### config.mk
export PLATFORM = sky130hd
export DESIGN_NAME = pwm_fifo_top
export DESIGN_NICKNAME = d
export VERILOG_FILES = /design/src/rtl/pwm_fifo_pkg.sv /design/src/rtl/pwm_sample_fifo.sv /design/src/rtl/pwm_prescale.sv /design/src/rtl/pwm_core.sv /design/src/rtl/pwm_fifo_top.sv
export SDC_FILE = /design/constraint.sdc
export NUM_CORES = 1
export LEC_CHECK = 0
export BUFFER_PORTS_ARGS = -buffer_cell sky130_fd_sc_hd__buf_2
export CAP_MARGIN = 30
export CORE_MARGIN = 4
export CORE_UTILIZATION = 60
export CTS_CLUSTER_SIZE = 25
export DETAILED_ROUTE_END_ITERATION = 8
export PLACE_DENSITY = 0.8
export SYNTH_ARGS = -nofsm -noshare
export SYNTH_HDL_FRONTEND = slang
export SYNTH_HIERARCHICAL = 1
export SYNTH_SLANG_ARGS = --single-unit
### constraint.sdc
create_clock -name clk -period 5.65 [get_ports clk]
set_clock_uncertainty 0.2 [all_clocks]
set_input_delay 0.2825 -clock clk [delete_from_list [all_inputs] [get_ports clk]]
set_output_delay 0.2825 -clock clk [all_outputs]
set_load 0.01 [all_outputs]
### src/rtl/pwm_fifo_pkg.sv
package pwm_fifo_pkg;
  localparam int unsigned ADDR_W = 5;
  localparam int unsigned PRE_W  = 12;

  localparam logic [ADDR_W-1:0] OFS_CTRL = 5'h00;
  localparam logic [ADDR_W-1:0] OFS_STAT = 5'h04;
  localparam logic [ADDR_W-1:0] OFS_SAMP = 5'h0C;
  localparam logic [ADDR_W-1:0] OFS_PER  = 5'h10;

  localparam int unsigned SWR_BIT = 3;
  localparam int unsigned ST_FE   = 3;
  localparam int unsigned ST_ROV  = 4;
  localparam int unsigned ST_CMP  = 5;
  localparam int unsigned ST_FWE  = 6;

  typedef enum logic [1:0] {
    OUT_NORMAL = 2'd0,
    OUT_INVERT = 2'd1,
    OUT_OFF    = 2'd2,
    OUT_OFF_B  = 2'd3
  } out_mode_e;

  // field order matches the control word, bit 0 upward from the end
  typedef struct packed {
    out_mode_e        omode;  // [19:18]
    logic [1:0]       src;    // [17:16]
    logic [PRE_W-1:0] presc;  // [15:4]
    logic             swr;    // [3]
    logic [1:0]       rpt;    // [2:1]
    logic             en;     // [0]
  } ctrl_t;

  localparam int unsigned CTRL_W = $bits(ctrl_t);
endpackage

### src/rtl/pwm_sample_fifo.sv
module pwm_sample_fifo #(
  parameter  int unsigned DW    = 16,
  parameter  int unsigned DEPTH = 4,
  localparam int unsigned PW    = (DEPTH > 1) ? $clog2(DEPTH) : 1,
  localparam int unsigned CW    = $clog2(DEPTH + 1)
) (
  input  logic          clk,
  input  logic          rst,
  input  logic          push,
  input  logic [DW-1:0] din,
  input  logic          pop,
  output logic [DW-1:0] dout,
  output logic [CW-1:0] count,
  output logic          full,
  output logic          empty
);
  logic [DW-1:0] mem [DEPTH];
  logic [PW-1:0] wp, rp;
  logic          do_push, do_pop;

  function automatic logic [PW-1:0] bump(input logic [PW-1:0] p);
    return (p == PW'(DEPTH - 1)) ? '0 : p + 1'b1;
  endfunction

  assign full    = (count == CW'(DEPTH));
  assign empty   = (count == '0);
  assign do_push = push & ~full;
  assign do_pop  = pop & ~empty;
  assign dout    = mem[rp];

  // storage has no reset so it can map onto RAM
  always_ff @(posedge clk) begin
    if (do_push) mem[wp] <= din;
  end

  always_ff @(posedge clk) begin
    if (rst) begin
      wp    <= '0;
      rp    <= '0;
      count <= '0;
    end else begin
      if (do_push) wp <= bump(wp);
      if (do_pop)  rp <= bump(rp);
      count <= count + CW'(do_push) - CW'(do_pop);
    end
  end
endmodule

### src/rtl/pwm_prescale.sv
module pwm_prescale #(
  parameter int unsigned PRE_W = 12
) (
  input  logic             clk,
  input  logic             rst,
  input  logic             run,
  input  logic             src_tick,
  input  logic [PRE_W-1:0] div,
  output logic             tick
);
  logic [PRE_W-1:0] cnt;

  assign tick = run & src_tick & (cnt == div);

  always_ff @(posedge clk) begin
    if (rst || !run) begin
      cnt <= '0;
    end else if (src_tick) begin
      cnt <= (cnt == div) ? '0 : cnt + 1'b1;
    end
  end
endmodule

### src/rtl/pwm_core.sv
module pwm_core
  import pwm_fifo_pkg::*;
#(
  parameter int unsigned DW    = 16,
  parameter int unsigned RPT_W = 2
) (
  input  logic             clk,
  input  logic             rst,
  input  logic             en,
  input  logic             tick,
  input  logic [DW-1:0]    period,
  input  logic [RPT_W-1:0] rpt,
  input  out_mode_e        omode,
  input  logic             fifo_empty,
  input  logic [DW-1:0]    fifo_dout,
  output logic             pop,
  output logic [DW-1:0]    cur,
  output logic             roll_ev,
  output logic             cmp_ev,
  output logic             empty_ev,
  output logic             pwm_out
);
  localparam int unsigned REP_W = (1 << RPT_W) - 1;

  logic             en_q;
  logic [DW-1:0]    cnt;
  logic [REP_W-1:0] rep;
  logic [REP_W-1:0] rep_lim;
  logic [DW:0]      last_cnt;
  logic             start, last_rep, reload, level;

  assign rep_lim  = REP_W'((32'd1 << rpt) - 32'd1);
  assign last_cnt = {1'b0, period} + 1'b1;
  assign start    = en & ~en_q;
  assign roll_ev  = en & en_q & tick & ({1'b0, cnt} >= last_cnt);
  assign last_rep = (rep == rep_lim);
  assign reload   = start | (roll_ev & last_rep);
  assign pop      = reload & ~fifo_empty;
  assign empty_ev = reload & fifo_empty;
  assign cmp_ev   = en & en_q & tick & (cnt == cur);

  always_ff @(posedge clk) begin
    if (rst) begin
      en_q <= 1'b0;
      cnt  <= '0;
      rep  <= '0;
      cur  <= '0;
    end else if (!en) begin
      en_q <= 1'b0;
      cnt  <= '0;
      rep  <= '0;
    end else begin
      en_q <= 1'b1;
      if (start) begin
        cnt <= '0;
        rep <= '0;
      end else if (tick) begin
        if (roll_ev) begin
          cnt <= '0;
          rep <= last_rep ? '0 : rep + 1'b1;
        end else begin
          cnt <= cnt + 1'b1;
        end
      end
      if (pop) cur <= fifo_dout;
    end
  end

  always_comb begin
    unique case (omode)
      OUT_NORMAL: level = (cnt < cur);
      OUT_INVERT: level = ~(cnt < cur);
      default:    level = 1'b0;
    endcase
  end

  always_ff @(posedge clk) begin
    if (rst) pwm_out <= 1'b0;
    else     pwm_out <= en & level;
  end
endmodule

### src/rtl/pwm_fifo_top.sv
module pwm_fifo_top
  import pwm_fifo_pkg::*;
#(
  parameter int unsigned DATA_W     = 32,
  parameter int unsigned SAMPLE_W   = 16,
  parameter int unsigned FIFO_DEPTH = 4,
  parameter int unsigned SWR_CYCLES = 4
) (
  input  logic              clk,
  input  logic              rst,
  input  logic              wr_en,
  input  logic              rd_en,
  input  logic [ADDR_W-1:0] addr,
  input  logic [DATA_W-1:0] wdata,
  output logic [DATA_W-1:0] rdata,
  input  logic [2:0]        src_tick,
  output logic              pwm_out
);
  localparam int unsigned CW    = $clog2(FIFO_DEPTH + 1);
  localparam int unsigned SWR_W = $clog2(SWR_CYCLES + 1);

  ctrl_t               ctrl_q, ctrl_wr, ctrl_rd;
  logic [SAMPLE_W-1:0] period_q, period_wr;
  logic                f_fwe, f_cmp, f_rov, f_fe;
  logic [SWR_W-1:0]    swr_cnt;
  logic                swr_busy, irst;
  logic                wr_ctrl, wr_stat, wr_samp, wr_per, swr_req;
  logic                sel_tick, pre_tick;
  logic                fifo_push, fifo_pop, fifo_full, fifo_empty;
  logic [SAMPLE_W-1:0] fifo_dout, cur;
  logic [CW-1:0]       fifo_count;
  logic                roll_ev, cmp_ev, empty_ev, fwe_ev;
  logic [DATA_W-1:0]   stat_word, rd_mux;
  logic                en_w, off_w;

  assign en_w     = ctrl_q.en;
  assign off_w    = ctrl_q.omode[1];
  assign swr_busy = (swr_cnt != '0);
  assign irst     = rst | swr_busy;

  assign wr_ctrl  = wr_en & (addr == OFS_CTRL);
  assign wr_stat  = wr_en & (addr == OFS_STAT);
  assign wr_samp  = wr_en & (addr == OFS_SAMP);
  assign wr_per   = wr_en & (addr == OFS_PER);
  assign swr_req  = wr_ctrl & wdata[SWR_BIT];

  assign fifo_push = wr_samp & ~fifo_full & ~swr_busy;
  assign fwe_ev    = wr_samp & fifo_full & ~swr_busy;

  always_comb begin
    ctrl_wr     = ctrl_t'(wdata[CTRL_W-1:0]);
    ctrl_wr.swr = 1'b0;
    period_wr   = (wdata[SAMPLE_W-1:0] == '1) ? ('1 - 1'b1) : wdata[SAMPLE_W-1:0];
  end

  always_ff @(posedge clk) begin
    if (rst)                      swr_cnt <= '0;
    else if (swr_req & ~swr_busy) swr_cnt <= SWR_W'(SWR_CYCLES);
    else if (swr_busy)            swr_cnt <= swr_cnt - 1'b1;
  end

  always_ff @(posedge clk) begin
    if (irst) begin
      ctrl_q   <= '0;
      period_q <= '0;
      f_fwe    <= 1'b0;
      f_cmp    <= 1'b0;
      f_rov    <= 1'b0;
      f_fe     <= 1'b0;
    end else begin
      if (wr_ctrl) ctrl_q   <= swr_req ? '0 : ctrl_wr;
      if (wr_per)  period_q <= period_wr;
      f_fwe <= (f_fwe & ~(wr_stat & wdata[ST_FWE])) | fwe_ev;
      f_cmp <= (f_cmp & ~(wr_stat & wdata[ST_CMP])) | cmp_ev;
      f_rov <= (f_rov & ~(wr_stat & wdata[ST_ROV])) | roll_ev;
      f_fe  <= (f_fe  & ~(wr_stat & wdata[ST_FE]))  | empty_ev;
    end
  end

  always_comb begin
    unique case (ctrl_q.src)
      2'd1:    sel_tick = src_tick[0];
      2'd2:    sel_tick = src_tick[1];
      2'd3:    sel_tick = src_tick[2];
      default: sel_tick = 1'b0;
    endcase
  end

  pwm_prescale #(.PRE_W(PRE_W)) u_pre (
    .clk      (clk),
    .rst      (irst),
    .run      (ctrl_q.en),
    .src_tick (sel_tick),
    .div      (ctrl_q.presc),
    .tick     (pre_tick)
  );

  pwm_sample_fifo #(.DW(SAMPLE_W), .DEPTH(FIFO_DEPTH)) u_fifo (
    .clk   (clk),
    .rst   (irst),
    .push  (fifo_push),
    .din   (wdata[SAMPLE_W-1:0]),
    .pop   (fifo_pop),
    .dout  (fifo_dout),
    .count (fifo_count),
    .full  (fifo_full),
    .empty (fifo_empty)
  );

  pwm_core #(.DW(SAMPLE_W), .RPT_W(2)) u_core (
    .clk        (clk),
    .rst        (irst),
    .en         (ctrl_q.en),
    .tick       (pre_tick),
    .period     (period_q),
    .rpt        (ctrl_q.rpt),
    .omode      (ctrl_q.omode),
    .fifo_empty (fifo_empty),
    .fifo_dout  (fifo_dout),
    .pop        (fifo_pop),
    .cur        (cur),
    .roll_ev    (roll_ev),
    .cmp_ev     (cmp_ev),
    .empty_ev   (empty_ev),
    .pwm_out    (pwm_out)
  );

  always_comb begin
    stat_word           = '0;
    stat_word[CW-1:0]   = fifo_count;
    stat_word[ST_FE]    = f_fe;
    stat_word[ST_ROV]   = f_rov;
    stat_word[ST_CMP]   = f_cmp;
    stat_word[ST_FWE]   = f_fwe;
    ctrl_rd             = ctrl_q;
    ctrl_rd.swr         = swr_busy;
    unique case (addr)
      OFS_CTRL: rd_mux = DATA_W'(ctrl_rd);
      OFS_STAT: rd_mux = stat_word;
      OFS_SAMP: rd_mux = ctrl_q.en ? DATA_W'(cur) : '0;
      OFS_PER:  rd_mux = DATA_W'(period_q);
      default:  rd_mux = '0;
    endcase
  end

  always_ff @(posedge clk) begin
    if (rst)        rdata <= '0;
    else if (rd_en) rdata <= rd_mux;
  end
endmodule

### After elaboration in Yosys (flattened, before gate mapping)

Memory sizes are Yosys's and may differ from the RTL's. A register that Yosys moved wholly into a read port is not among the register bits.
Index checks and enable logic that the tools add are counted.

* add/sub/neg operators: 10
* $lt $le $gt $ge: 2
* eq/ne operators: 14
* shift operators: 1
* mux-type cells: 16
* bitwise logic cells: 47
* reduce and logical (&&, ||, !) cells: 11

Operators by type and width (number)
* case mux 20 bit (4 select lines): 1
* 2-to-1 mux 16 bit: 3
* bitwise AND 1 bit: 31
* 2-to-1 mux 20 bit: 1
* adder 16 x 1 -> 17 bit, second input constant: 1
* greater-or-equal comparator 16 x 17 -> 1 bit: 1
* adder 16 x 1 -> 16 bit, second input constant: 1
* equality test 16 bit: 1
* equality test 16 bit, second input constant: 1
* less-than comparator 16 bit: 1
* adder 12 x 1 -> 12 bit, second input constant: 1
* equality test 12 bit: 1
* 2-to-1 mux 12 bit: 1
* NOT 1 bit: 10
* 2-to-1 mux 3 bit: 3
* equality test 2 bit, second input constant: 4
* bitwise OR 1 bit: 6
* subtractor 3 x 1 -> 3 bit, second input constant: 2
* equality test 5 x 3 -> 1 bit, second input constant: 1
* equality test 5 x 4 -> 1 bit, second input constant: 1
* equality test 5 bit, second input constant: 1
* logical NOT 5 bit: 1
* adder 2 x 1 -> 2 bit, second input constant: 2
* equality test 2 x 1 -> 1 bit, second input constant: 2
* other kinds (19): 23

* register bits after elaboration: 114
* bits in writable memories: 64
* bits of input ports: 44
* output and inout bits: 33
* logic and storage cells: 123
* memories kept: 1

Memory list
* u_fifo.mem: depth 4, width 16, read ports 1, clocked after Yosys merged registers in 1, write ports 1, RTL line pwm_sample_fifo.sv:17 `logic [DW-1:0] mem [DEPTH];`

### Longest topological paths before layout

Gate-level depths: netlist of the first run.

* word-level depth: 11
* depth in mapped cells: 24
* gate-level depth less buffers: 22

### Modules after synthesis

The synthesis of the first run kept the hierarchy.

By module, submodules not included
* pwm_fifo_top: instances 1, cells an instance 357, area an instance 2895.3 µm², seq. area each 1241.2 µm²
* pwm_sample_fifo: instances 1, cells an instance 134, area an instance 2793.9 µm², seq. area each 2102.0 µm²
* pwm_core: instances 1, cells an instance 323, area an instance 2755.1 µm², seq. area each 740.7 µm²
* pwm_prescale: instances 1, cells an instance 72, area an instance 668.1 µm², seq. area each 240.2 µm²

### Worst setup path before layout of the first run

No wires, ideal clock.

* path type: register -> register
* start: register period_q[2]
* end: register u_fifo.count[2]
* setup time: 0.145 ns
* data arrival time: 4.055 ns
* required time: 5.305 ns
* setup slack: 1.249 ns
* cell stages (with the launch flop): 25
* path buffers: 2
* period minus slack after synthesis: 4.401 ns
* cells stage by stage: dfxtp_1 > nand3_1 > nor2_1 > and2_1 > nand4_1 > nor2_1 > xnor2_1 > ha_1 > nand3_1 > o221ai_1 > a221oi_1 > o31ai_1 > a31oi_1 > buf_4 > buf_12 > inv_1 > o31ai_1 > inv_1 > ha_1 > inv_1 > ha_1 > fa_1 > xnor2_1 > xnor2_1 > nor2_1

* word-level cells in the longest chain between the ends: 8

Ends and longest elaborated chain
* from (decl): RTL line pwm_fifo_top.sv:23 `logic [SAMPLE_W-1:0] period_q, period_wr;`
* from (signal assigned): RTL line pwm_fifo_top.sv:72 `if (wr_per) period_q <= period_wr;`
* adder 16 x 1 -> 17 bit: RTL line pwm_core.sv:33 `assign last_cnt = {1'b0, period} + 1'b1;`
* greater-or-equal comparator 16 x 17 -> 1 bit: RTL line pwm_core.sv:35 `assign roll_ev = en & en_q & tick & ({1'b0, cnt} >= last_cnt);`
* bitwise AND 1 bit: RTL line pwm_core.sv:35
* bitwise AND 1 bit: RTL line pwm_core.sv:37 `assign reload = start | (roll_ev & last_rep);`
* bitwise OR 1 bit: RTL line pwm_core.sv:37
* bitwise AND 1 bit: RTL line pwm_core.sv:38 `assign pop = reload & ~fifo_empty;`
* net fifo_pop: RTL line pwm_fifo_top.sv:29 `logic fifo_push, fifo_pop, fifo_full, fifo_empty;`
* bitwise AND 1 bit: RTL line pwm_sample_fifo.sv:28 `assign do_pop = pop & ~empty;`
* subtractor 3 x 1 -> 3 bit: RTL line pwm_sample_fifo.sv:44 `count <= count + CW'(do_push) - CW'(do_pop);`
* to (signal assigned): RTL line pwm_sample_fifo.sv:44
* to (decl): RTL line pwm_sample_fifo.sv:13 `output logic [CW-1:0] count,`

The timed path passes the listed nets, and every way through them passes these cells.
A chain may end at the register's enable or synchronous reset.

### Final worst setup path of the first run

* start: register period_q[3]
* end: register u_fifo.count[2]

Same word-level chain as after synthesis.

==> results.md, run 1 <==
- Pleak: 3.76 nW
- Fmax: 215 MHz
- Reg-to-Reg End: u_fifo/count[2]
- Crit-path cells: nand4_2 -> nor2_1 -> and2_1 -> nand4_1 -> nor2_1 -> xnor2_1 -> ha_1 -> nand3_1 -> o221ai_1 -> a221oi_1 -> o31ai_1 -> a31oi_2 -> inv_1 -> o31ai_1 -> inv_1 -> ha_1 -> inv_1 -> ha_1 -> fa_1 -> xnor2_1 -> xnor2_1 -> nor2_1
- CTS tree: done
- CTS clock-pin slew for the worst setup and hold paths: 0.07 ns
- Crit Path Max Fanout: 7
- Worst R2R Setup Slack: 1.01 ns
- Num CTS Buffers: 17
- Synthesized area: 9110 um^2
- Area share of fa/ha/maj cells after synthesis: 6.40%
- Top Usage Layer GRT: met2
- Share of cells above drive strength 1: 13.4%
- Worst R2R Start: period_q[3]
- Crit path max-delay cell type: dfxtp_1
- GRT Util Overall: 26.0%
- Final Worst Setup Slack: 1.01 ns
- DIE AREA: 17,200 um^2
- Top cells by count, synth: dfxtp_1, nand2_1, a21oi_1, edfxtp_1, ha_1
- Die W: 131 um
- Synth warnings: 6
- Most frequently used flop master after synthesis: dfxtp_1
- Pre-CTS worst setup slack: 1.04 ns
- Worst Reg-to-Reg Cells: 22
- Mux contribution to synthesized area: 7.81%
- Gpl congestion: 0.916
- Hold Path Class: in -> reg
- Synthesis-stage register bit count: 184
- NumNets Final: 1,033
- Setup CP Type: reg -> reg
- PortBufs: 52
- Min Hold Slack: 0.0219 ns
- Final setup violation count: 0
- Final Hold Vio Count: 0
- Final Critical Period: 4.64 ns
- FFs w/ async S/R, synth: 0%
- Post-route ant nets: 0
- Crit start category: register
- Compound-cell area share of the yosys netlist: 8.44%
- Design area: 10,200 um^2
- I/O Pins: 77
- Vias in the first global route: 6,764
- Worst Path Arrival: 4.74 ns
- Number of synthesized flops with an enable pin: 64
- Initial Utilization: 62.0%
- Final Core Density: 69.4%
- Headroom to the max-slew limit: 41.2%
- Hold_sp: wdata[5]
- Via count: 6,909
- Final std cells w/o fill: 1,140
- Peak VDD IR: 0.258 mV
- CTS Buffer Depth: 2
- Data required, critical path: 5.74 ns
- Total Wirelength: 22.3 mm
- Setup total negative slack: 0 ns
- Total power draw: 2.90 mW
- DR vias/cell: 6.06
- First-pass GRT wire length: 35.6 mm
- Clock sink count: 184
- Die Y: 131 um
- Netlist cell types: 68
- Router iterations before antenna repair: 7
- Status: finished, final reports clean
- Yosys top cell by area: dfxtp_1
- Top post-synthesis cells by area: dfxtp_1, edfxtp_1, ha_1
- Sequential-to-total area share from yosys stat: 47.5%
- Max cap viols: 0
- CTS H-tree lvls: 4
- Initial drt markers: 809
- Grt met3 use: 6.04%
- # DRC: 0
- Power Density: 284 nW/um^2
- Worst Setup End Kind: register
- Critical Path End: u_fifo/count[2]
- WL/cell: 19.5 um
- Area after DPL: 9370 um^2
- Simple logic cell fraction of the synthesized area: 19.4%
- # rows: 44
- Synth Area per Inst: 10.3 um^2
- Total grt overflow: 0
- Post-CTS resize count: 0
- Clock root buffer master: clkbuf_16
- Initial antenna violation count: 0
- Hpwl dp: 15.0 mm
- Combinational family with the most area after synthesis: simple AND/OR/NAND/NOR gates
- Post-Synth XOR/XNOR Area: 5.29%
- Share of the synthesized area in the top cell type: 26.4%
- Layout area overhead: 11.9%
- Most frequent cell after synthesis: dfxtp_1
- Worst slew pin tran: 0.882 ns
- DP Cell Count: 1,087
- Hold Crit Depth: 2
- Largest net degree at the start of global routing: 78
- Critical Path Start: period_q[3]
- Max incr delay on CP: 0.50 ns
- Worst skew pair latency: 0.43 ns
- Met2 Resource Use GR: 41.5%
- Final Cycle Share: 82.2%
- Total core area: 14,700 um^2
- Pins Over Slew Limit: 0
- Mapped Cells: 886
- Diodes inserted: 0
- RSZ-0062 raised after global routing: false
- Met1 usage: 35.0%
[layout make-up]
cell class	count	area, um^2
multi-input combinational	623	4360
sequential	184	4320
fill	1053	4500
timing repair buffer	79	515
inverter	38	143
clock buffer	17	425
clock inverter	15	198
tap	184	230
[cells in the final DEF, fill, tap and decap left out, types with 16 or more instances in the layout]
cell type / n
dfxtp_1: 120
a21oi_1: 65
nand3_1: 31
dlygate4sd3_1: 21
ha_1: 45
mux2i_1: 34
clkbuf_16: 17
buf_2: 52
nand2b_1: 41
inv_1: 37
xnor2_1: 26
xor2_1: 29
mux4_2: 16
edfxtp_1: 64
nor2_1: 33
nand4_1: 19
nor3_1: 33
nand2_1: 98
nand3b_1: 20
[sequential cells by signal (all words and copies together) (netlist names), 2 cells and up, named ones only]
signal,count
u_core/rep,3
u_fifo/wp,2
ctrl_q,18
period_q,16
u_fifo/mem,64
u_fifo/rp,2
swr_cnt,3
rdata,20
u_core/cnt,16
u_fifo/count,3
u_pre/cnt,12
u_core/cur,16
[logic make-up after synthesis]
| group | Yosys count |
|---|---|
| xor+xnor | 55 |
| other cells | 1 |
| buf+inv | 90 |
| compound gates | 131 |
| flops | 184 |
| fa+ha+maj | 46 |
| simple gates | 328 |
| mux | 51 |
[critical path: cells and delay by family, from the launching register on]
family | cells | cell delay (ns)
compound gates | 5 | 1.04
fa+ha+maj | 4 | 1.10
xor+xnor | 3 | 0.48
buf+inv | 3 | 0.21
flops | 1 | 0.50
simple gates | 7 | 0.99
[where the power goes]
part           total [mW]  internal (mW)  switching [mW]
Clock                1.25          0.680           0.570
Combinational       0.260         0.0977           0.163
Sequential           1.39           1.38         0.00809
[layer usage]
metal  share of wire [%]  vias up
met5                   0        -
met4                 2.8        0
met3                 8.8       52
met2                  47      315
met1                  42     3300
li1                    -     3242
[how the worst min path moves through the flow]
stage | slack [ns] | to
2_1_floorplan | 0.18 | u_fifo/mem[0][0]
3_3_place_gp | 0.24 | rdata[14]
3_5_place_dp | 0.24 | rdata[1]
4_1_cts | 0.005 | f_cmp
5_1_grt | 0.01 | f_fwe
6_report | 0.02 | f_cmp
[timing repair]
| item | in CTS | in global routing |
|---|---|---|
| buffers inserted | 0 | 0 |
| hold buffers | 21 | 0 |
| endpoints found under the hold margin | 85 | 0 |
No activity file was read; power rests on OpenSTA's default activity.
==> run 2, diff against run 1 <==
==> constraint.sdc (replaced) <==
create_clock -name clk -period 4.8 [get_ports clk]
set_clock_uncertainty 0.2 [all_clocks]
set_input_delay 0.24 -clock clk [delete_from_list [all_inputs] [get_ports clk]]
set_output_delay 0.24 -clock clk [all_outputs]
set_load 0.01 [all_outputs]
==> run 2 against run 1 <==
Design area up 0.37%; global-route usage down 0.11 points; non-clock buffer count up 4; critical endpoint unchanged; largest power group unchanged; highest routed layer unchanged.
==> results.md, run 2 (same netlist as run 1, synthesis figures left out) <==
- Initial drt markers: 664 (was 809)
- # rows: 44 (unchanged)
- GRT Util Overall: 25.9% (was 26.0%)
- Worst Path Arrival: 4.71 ns (was 4.74 ns)
- Net Sw Frac: 23.8% (was 25.6%)
- First-pass GRT wire length: 35.4 mm (was 35.6 mm)
- Final std cells w/o fill: 1,144 (was 1,140)
- Headroom to the max-slew limit: 39.7% (was 41.2%)
- Crit start category: register (unchanged)
- Pins Over Slew Limit: 0 (unchanged)
- # DRC: 0 (unchanged)
- Most common cell after layout, fill and taps aside: dfxtp_1 (unchanged)
- DR vias/cell: 6.00 (was 6.06)
- Largest net degree at the start of global routing: 58 (was 78)
- RSZ-0062 raised after global routing: false (unchanged)
- PortBufs: 52 (unchanged)
- Diodes inserted: 0 (unchanged)
- Post-route ant nets: 0 (unchanged)
- Share of cells above drive strength 1: 13.9% (was 13.4%)
- Final Worst Setup Slack: 0.190 ns (was 1.01 ns)
- Via count: 6,868 (was 6,909)
- Final Critical Period: 4.61 ns (was 4.64 ns)
- DP Cell Count: 1,088 (was 1,087)
- Initial Utilization: 62.0% (unchanged)
- Met1 usage: 36.2% (was 35.0%)
- Final setup violation count: 0 (unchanged)
- Gpl congestion: 0.937 (was 0.916)
- Vias in the first global route: 6,426 (was 6,764)
- Largest register FFs: 64 (unchanged)
- Setup total negative slack: 0 ns (unchanged)
- Max cap viols: 0 (unchanged)
- Worst Setup End Kind: register (unchanged)
- Met2 Resource Use GR: 41.4% (was 41.5%)
- Largest Register: u_fifo/mem (unchanged)
- Most frequent cells in the layout: dfxtp_1, nand2_1, a21oi_1 (unchanged)
- Grt met3 use: 4.89% (was 6.04%)
- Design area: 10,200 um^2 (about the same)
- Status: finished, final reports clean (unchanged)
- Top flop regs: u_fifo/mem: 64 flops, rdata: 20 flops, ctrl_q: 18 flops (unchanged)
- Internal Dissipation: 2.53 mW (was 2.16 mW)
- Seq pwr share: 49.2% (was 47.9%)
- Final Cycle Share: 96.0% (was 82.2%)
- Worst slew pin tran: 0.904 ns (was 0.882 ns)
- CTS Buffer Depth: 2 (unchanged)
- Router iterations before antenna repair: 5 (was 7)
- Logic pwr share: 9.3% (was 9.0%)
- Crit Path Max Fanout: 5 (was 7)
- Num CTS Buffers: 17 (unchanged)
- Worst R2R Setup Slack: 0.19 ns (was 1.01 ns)
- Hold Path Class: in -> reg (unchanged)
- Pleak: 3.78 nW (was 3.76 nW)
- WL/cell: 19.5 um (about the same)
- Clock Power Share: 41.5% (was 43.2%)
- Power Density: 324 nW/um^2 (was 284 nW/um^2)
- Layout area overhead: 12.3% (was 11.9%)
- Die Y: 131 um (unchanged)
- Hpwl dp: 15.2 mm (was 15.0 mm)
- Initial antenna violation count: 0 (unchanged)
- CTS tree: done (unchanged)
- CTS H-tree lvls: 4 (unchanged)
- Total power draw: 3.32 mW (was 2.90 mW)
- I/O Pins: 77 (unchanged)
- Top Usage Layer GRT: met2 (unchanged)
- Total Wirelength: 22.3 mm (about the same)
- Pre-CTS worst setup slack: 0.176 ns (was 1.04 ns)
- Final Core Density: 69.6% (was 69.4%)
- Worst skew pair latency: 0.43 ns (about the same)
- Fmax: 217 MHz (was 215 MHz)
- NetSw: 791 uW (was 741 uW)
- DIE AREA: 17,200 um^2 (unchanged)
- Peak VDD IR: 0.335 mV (was 0.258 mV)
- Clock sink count: 184 (unchanged)
- Final Hold Vio Count: 0 (unchanged)
- Total grt overflow: 0 (unchanged)
- Clock root buffer master: clkbuf_16 (unchanged)
- NumNets Final: 1,037 (was 1,033)
- Die W: 131 um (unchanged)
- Area after DPL: 9390 um^2 (was 9370 um^2)
- Data required, critical path: 4.90 ns (was 5.74 ns)
- CTS clock-pin slew for the worst setup and hold paths: 0.07 ns (about the same)
- Min Hold Slack: 0.0705 ns (was 0.0219 ns)
- Fill cells: 1,071 (was 1,053)
- Total core area: 14,700 um^2 (unchanged)
- Setup CP Type: reg -> reg (unchanged)
## run 2: final timing paths
| path | from | end | depth (start not counted) |
|---|---|---|---|
| setup / recovery | period_q[0] | u_fifo/count[2] | 21 |
| hold / removal | wr_en | f_fwe | 4 |
| setup reg to reg | period_q[0] | u_fifo/count[2] | 21 |
| hold reg to reg | rdata[9] | rdata[9] | 2 |
## run 2: repair_timing
item,CTS,global route
endpoints found under the hold margin,103,0
buffers inserted,0,1
resized for setup,0,6
endpoints found under the setup margin,0,2
hold buffers,23,0
## run 2: final cells by class
cell class	count	area [um^2]	area share, %
multi-input combinational	623	4380	42.8
sequential	184	4330	42.3
timing repair buffer	83	571	5.57
clock buffer	24	498	4.86
tap	184	230	2.25
inverter	38	143	1.39
clock inverter	8	86.3	0.843
## run 2: critical path: stages, from the launching register on
cell and delay, ns:
dfxtp_1 0.42, ha_1 0.27, nand3_1 0.12, or2_4 0.26, nor2_1 0.12, xnor2_1 0.15, ha_1 0.28, a21oi_1 0.18
o221ai_1 0.16, a221oi_2 0.29, o31ai_2 0.16, a31oi_2 0.24, inv_1 0.07, o31ai_1 0.14, inv_1 0.11, ha_1 0.30
inv_1 0.04, ha_1 0.19, fa_1 0.39, xnor2_1 0.19, xnor2_1 0.14, nor2_1 0.05
## run 2: power by group through the flow
stage               Clock, mW  Combinational [mW]  Sequential [mW]
floorplan                   0               0.208             1.67
global placement            0               0.276             1.67
detailed placement          0               0.280             1.67
CTS                      1.40               0.304             1.63
global route             1.46               0.336             1.63
finish                   1.38               0.310             1.63
## run 2: metal layers
layer,vias to the layer above,wire (um)
li1,3258,-
met1,3252,9590
met2,313,10300
met3,45,1800
met4,0,567
met5,-,0
==> run 3, diff against run 2 <==
--- a/config.mk
+++ b/config.mk
@@ -5,7 +5,7 @@
 export SDC_FILE = /design/constraint.sdc
 export NUM_CORES = 1
 export LEC_CHECK = 0
-export BUFFER_PORTS_ARGS = -buffer_cell sky130_fd_sc_hd__buf_2
+export BUFFER_PORTS_ARGS = -buffer_cell sky130_fd_sc_hd__clkbuf_2
 export CAP_MARGIN = 30
 export CORE_MARGIN = 4
 export CORE_UTILIZATION = 60
==> run 3 against run 2 <==
Combinational power about the same; wire length shrank 0.72%; sequential cell count is the same; sequential share of layout area rose by 0.099 points; via count up 0.68%; count of clock-buffer cells in the layout is 6 lower; utilization fell by 0.10 points; register-to-register slack worse by 0.03 ns; sequential power hardly changed; clock power shrank 3%.
==> results.md, run 3 (same netlist as run 1, synthesis figures left out) <==
- First-pass GRT wire length: 34.9 mm (was 35.4 mm)
- Gpl congestion: 0.936 (was 0.937)
- NumNets Final: 1,037 (unchanged)
- Initial antenna violation count: 0 (unchanged)
- Clock sink count: 184 (unchanged)
- Crit Path Max Fanout: 7 (was 5)
- Pins Over Slew Limit: 0 (unchanged)
- Clock Power Share: 40.9% (was 41.5%)
- Min Hold Slack: 0.0762 ns (was 0.0705 ns)
- Seq pwr share: 49.7% (was 49.2%)
- Num CTS Buffers: 17 (unchanged)
- GRT Util Overall: 25.6% (was 25.9%)
- Fill cells: 1,083 (was 1,071)
- Most common cell after layout, fill and taps aside: dfxtp_1 (unchanged)
- Post-route ant nets: 0 (unchanged)
- NetSw: 846 uW (was 791 uW)
- Die W: 131 um (unchanged)
- Worst slew pin tran: 0.883 ns (was 0.904 ns)
- Pleak: 3.75 nW (was 3.78 nW)
- Headroom to the max-slew limit: 41.1% (was 39.7%)
- Pre-CTS worst setup slack: 0.0906 ns (was 0.176 ns)
- Total core area: 14,700 um^2 (unchanged)
- Setup CP Type: reg -> reg (unchanged)
- Share of cells above drive strength 1: 14.7% (was 13.9%)
- Hold_sp: wr_en (unchanged)
- Hold Path Class: in -> reg (unchanged)
- Total Wirelength: 22.1 mm (was 22.3 mm)
- WL/cell: 19.3 um (was 19.5 um)
- Clock root buffer master: clkbuf_16 (unchanged)
- Worst Setup End Kind: register (unchanged)
- Data required, critical path: 4.90 ns (about the same)
- Layout area overhead: 12.2% (was 12.3%)
- Final Cycle Share: 96.6% (was 96.0%)
- # rows: 44 (unchanged)
- Initial drt markers: 749 (was 664)
- Total grt overflow: 0 (unchanged)
- # DRC: 0 (unchanged)
- Power Density: 322 nW/um^2 (was 324 nW/um^2)
- CTS H-tree lvls: 4 (unchanged)
- I/O Pins: 77 (unchanged)
- Die Y: 131 um (unchanged)
- Final setup violation count: 0 (unchanged)
- Logic pwr share: 9.5% (was 9.3%)
- Via count: 6,915 (was 6,868)
- Max cap viols: 0 (unchanged)
- Largest register FFs: 64 (unchanged)
- Most frequent cells in the layout: dfxtp_1, nand2_1, a21oi_1 (unchanged)
- DR vias/cell: 6.04 (was 6.00)
- Initial Utilization: 62.0% (unchanged)
- Final Worst Setup Slack: 0.164 ns (was 0.190 ns)
- Peak VDD IR: 0.331 mV (was 0.335 mV)
- Crit start category: register (unchanged)
- Hpwl dp: 15.1 mm (was 15.2 mm)
- Top flop regs: u_fifo/mem: 64 flops, rdata: 20 flops, ctrl_q: 18 flops (unchanged)
- Critical Path Start: period_q[2] (was period_q[0])
- Crit-path cells: nand3_2 -> nor2_2 -> and2_1 -> nand4_1 -> nor2_1 -> xnor2_1 -> ha_1 -> nand3_1 -> o221ai_1 -> a221oi_2 -> o31ai_2 -> a31oi_2 -> inv_1 -> o31ai_1 -> inv_1 -> ha_1 -> inv_1 -> ha_1 -> fa_1 -> xnor2_1 -> xnor2_1 -> nor2_1 (was ha_1 -> nand3_1 -> or2_4 -> nor2_1 -> xnor2_1 -> ha_1 -> a21oi_1 -> o221ai_1 -> a221oi_2 -> o31ai_2 -> a31oi_2 -> inv_1 -> o31ai_1 -> inv_1 -> ha_1 -> inv_1 -> ha_1 -> fa_1 -> xnor2_1 -> xnor2_1 -> nor2_1)
- Router iterations before antenna repair: 5 (unchanged)
- Worst skew pair latency: 0.44 ns (was 0.43 ns)
- Worst R2R Start: period_q[2] (was period_q[0])
- Worst Path Arrival: 4.74 ns (was 4.71 ns)
- Final std cells w/o fill: 1,144 (unchanged)
- DP Cell Count: 1,088 (unchanged)
- DIE AREA: 17,200 um^2 (unchanged)
- PortBufs: 52 (unchanged)
- Internal Dissipation: 2.44 mW (was 2.53 mW)
- Largest net degree at the start of global routing: 78 (was 58)
- Diodes inserted: 0 (unchanged)
- CTS clock-pin slew for the worst setup and hold paths: 0.07 ns (about the same)
- CTS Buffer Depth: 2 (unchanged)
- Final Hold Vio Count: 0 (unchanged)
- Crit path max-delay cell type: dfxtp_2 (was dfxtp_1)
- Largest Register: u_fifo/mem (unchanged)
- CTS tree: done (unchanged)
- Vias in the first global route: 6,502 (was 6,426)
- Max incr delay on CP: 0.41 ns (was 0.42 ns)
- Final Critical Period: 4.64 ns (was 4.61 ns)
- Net Sw Frac: 25.7% (was 23.8%)
- Status: finished, final reports clean (unchanged)
- Fmax: 216 MHz (was 217 MHz)
## run 3: cell count changes in the layout (fill, tap and decap cells not counted), sizes merged
| cell | before | now |
|---|---|---|
| clkbuf | 24 | 70 |
| clkinv | 5 | 2 |
| buf | 60 | 8 |
| clkinvlp | 0 | 3 |
| inv | 40 | 46 |
## run 3: per-stage QoR
step / utilization (%) / TNS (ns) / total power [mW] / instance area, um^2
2_1_floorplan: - / 0 / 1.87 / 9150
3_3_place_gp: 63.7 / 0 / 1.94 / 9360
3_5_place_dp: 63.9 / 0 / 1.95 / 9390
4_1_cts: 69.3 / 0 / 3.30 / 10200
5_1_grt: 69.5 / -0.00834 / 3.41 / 10200
6_report: 69.5 / 0 / 3.29 / 10200
## run 3: critical path: cells and delay by family, from the launching register on
family                   cells  cell delay [ns]
AND/OR/NAND/NOR              7             0.98
adder cells (fa/ha/maj)      4             1.10
flip-flops                   1             0.41
XOR/XNOR                     3             0.53
AO/OA/AOI/OAI                5             1.06
buffers and inverters        3             0.21
## run 3: cell type report
| type | count | area [um^2] | area share [%] |
|---|---|---|---|
| Sequential cell | 184 | 4330 | 42.4 |
| Inverter | 38 | 143 | 1.40 |
| Clock inverter | 14 | 131 | 1.29 |
| Tap cell | 184 | 230 | 2.25 |
| Multi-Input combinational cell | 623 | 4390 | 42.9 |
| Timing Repair Buffer | 83 | 571 | 5.58 |
| Clock buffer | 18 | 429 | 4.20 |
## run 3: power by group through the flow
stage / Combinational, mW / Clock [mW] / Sequential (mW)
after global routing: 0.339 / 1.44 / 1.64
after detailed placement: 0.280 / 0 / 1.67
after floorplan: 0.208 / 0 / 1.67
after CTS: 0.305 / 1.36 / 1.63
final: 0.311 / 1.34 / 1.63
after global placement: 0.274 / 0 / 1.67
## run 3: per-layer routing
| metal | part of all wire (%) | up-vias | global-route usage (%) | wire length (um) |
|---|---|---|---|---|
| met4 | 2.4 | 0 | 8.05 | 521 |
| met2 | 46 | 330 | 40.2 | 10200 |
| met1 | 43 | 3289 | 35.4 | 9520 |
| met3 | 8.6 | 49 | 6.12 | 1900 |
| met5 | 0 | - | 0 | 0 |
| li1 | - | 3247 | - | - |
## run 3: path summary, 6_finish.rpt
| path | end | slack [ns] | cells past startpoint |
|---|---|---|---|
| setup / recovery | u_fifo/count[2] | 0.16 | 22 |
| setup reg to reg | u_fifo/count[2] | 0.16 | 22 |
| hold / removal | f_fwe | 0.08 | 4 |
| hold reg to reg | rdata[14] | 0.25 | 2 |
## run 3: timing repair
action / in CTS / in global routing
endpoints found under the hold margin: 95 / 0
resized for setup: 0 / 11
hold buffers: 23 / 0
endpoints found under the setup margin: 0 / 2
setup buffers: 0 / 1
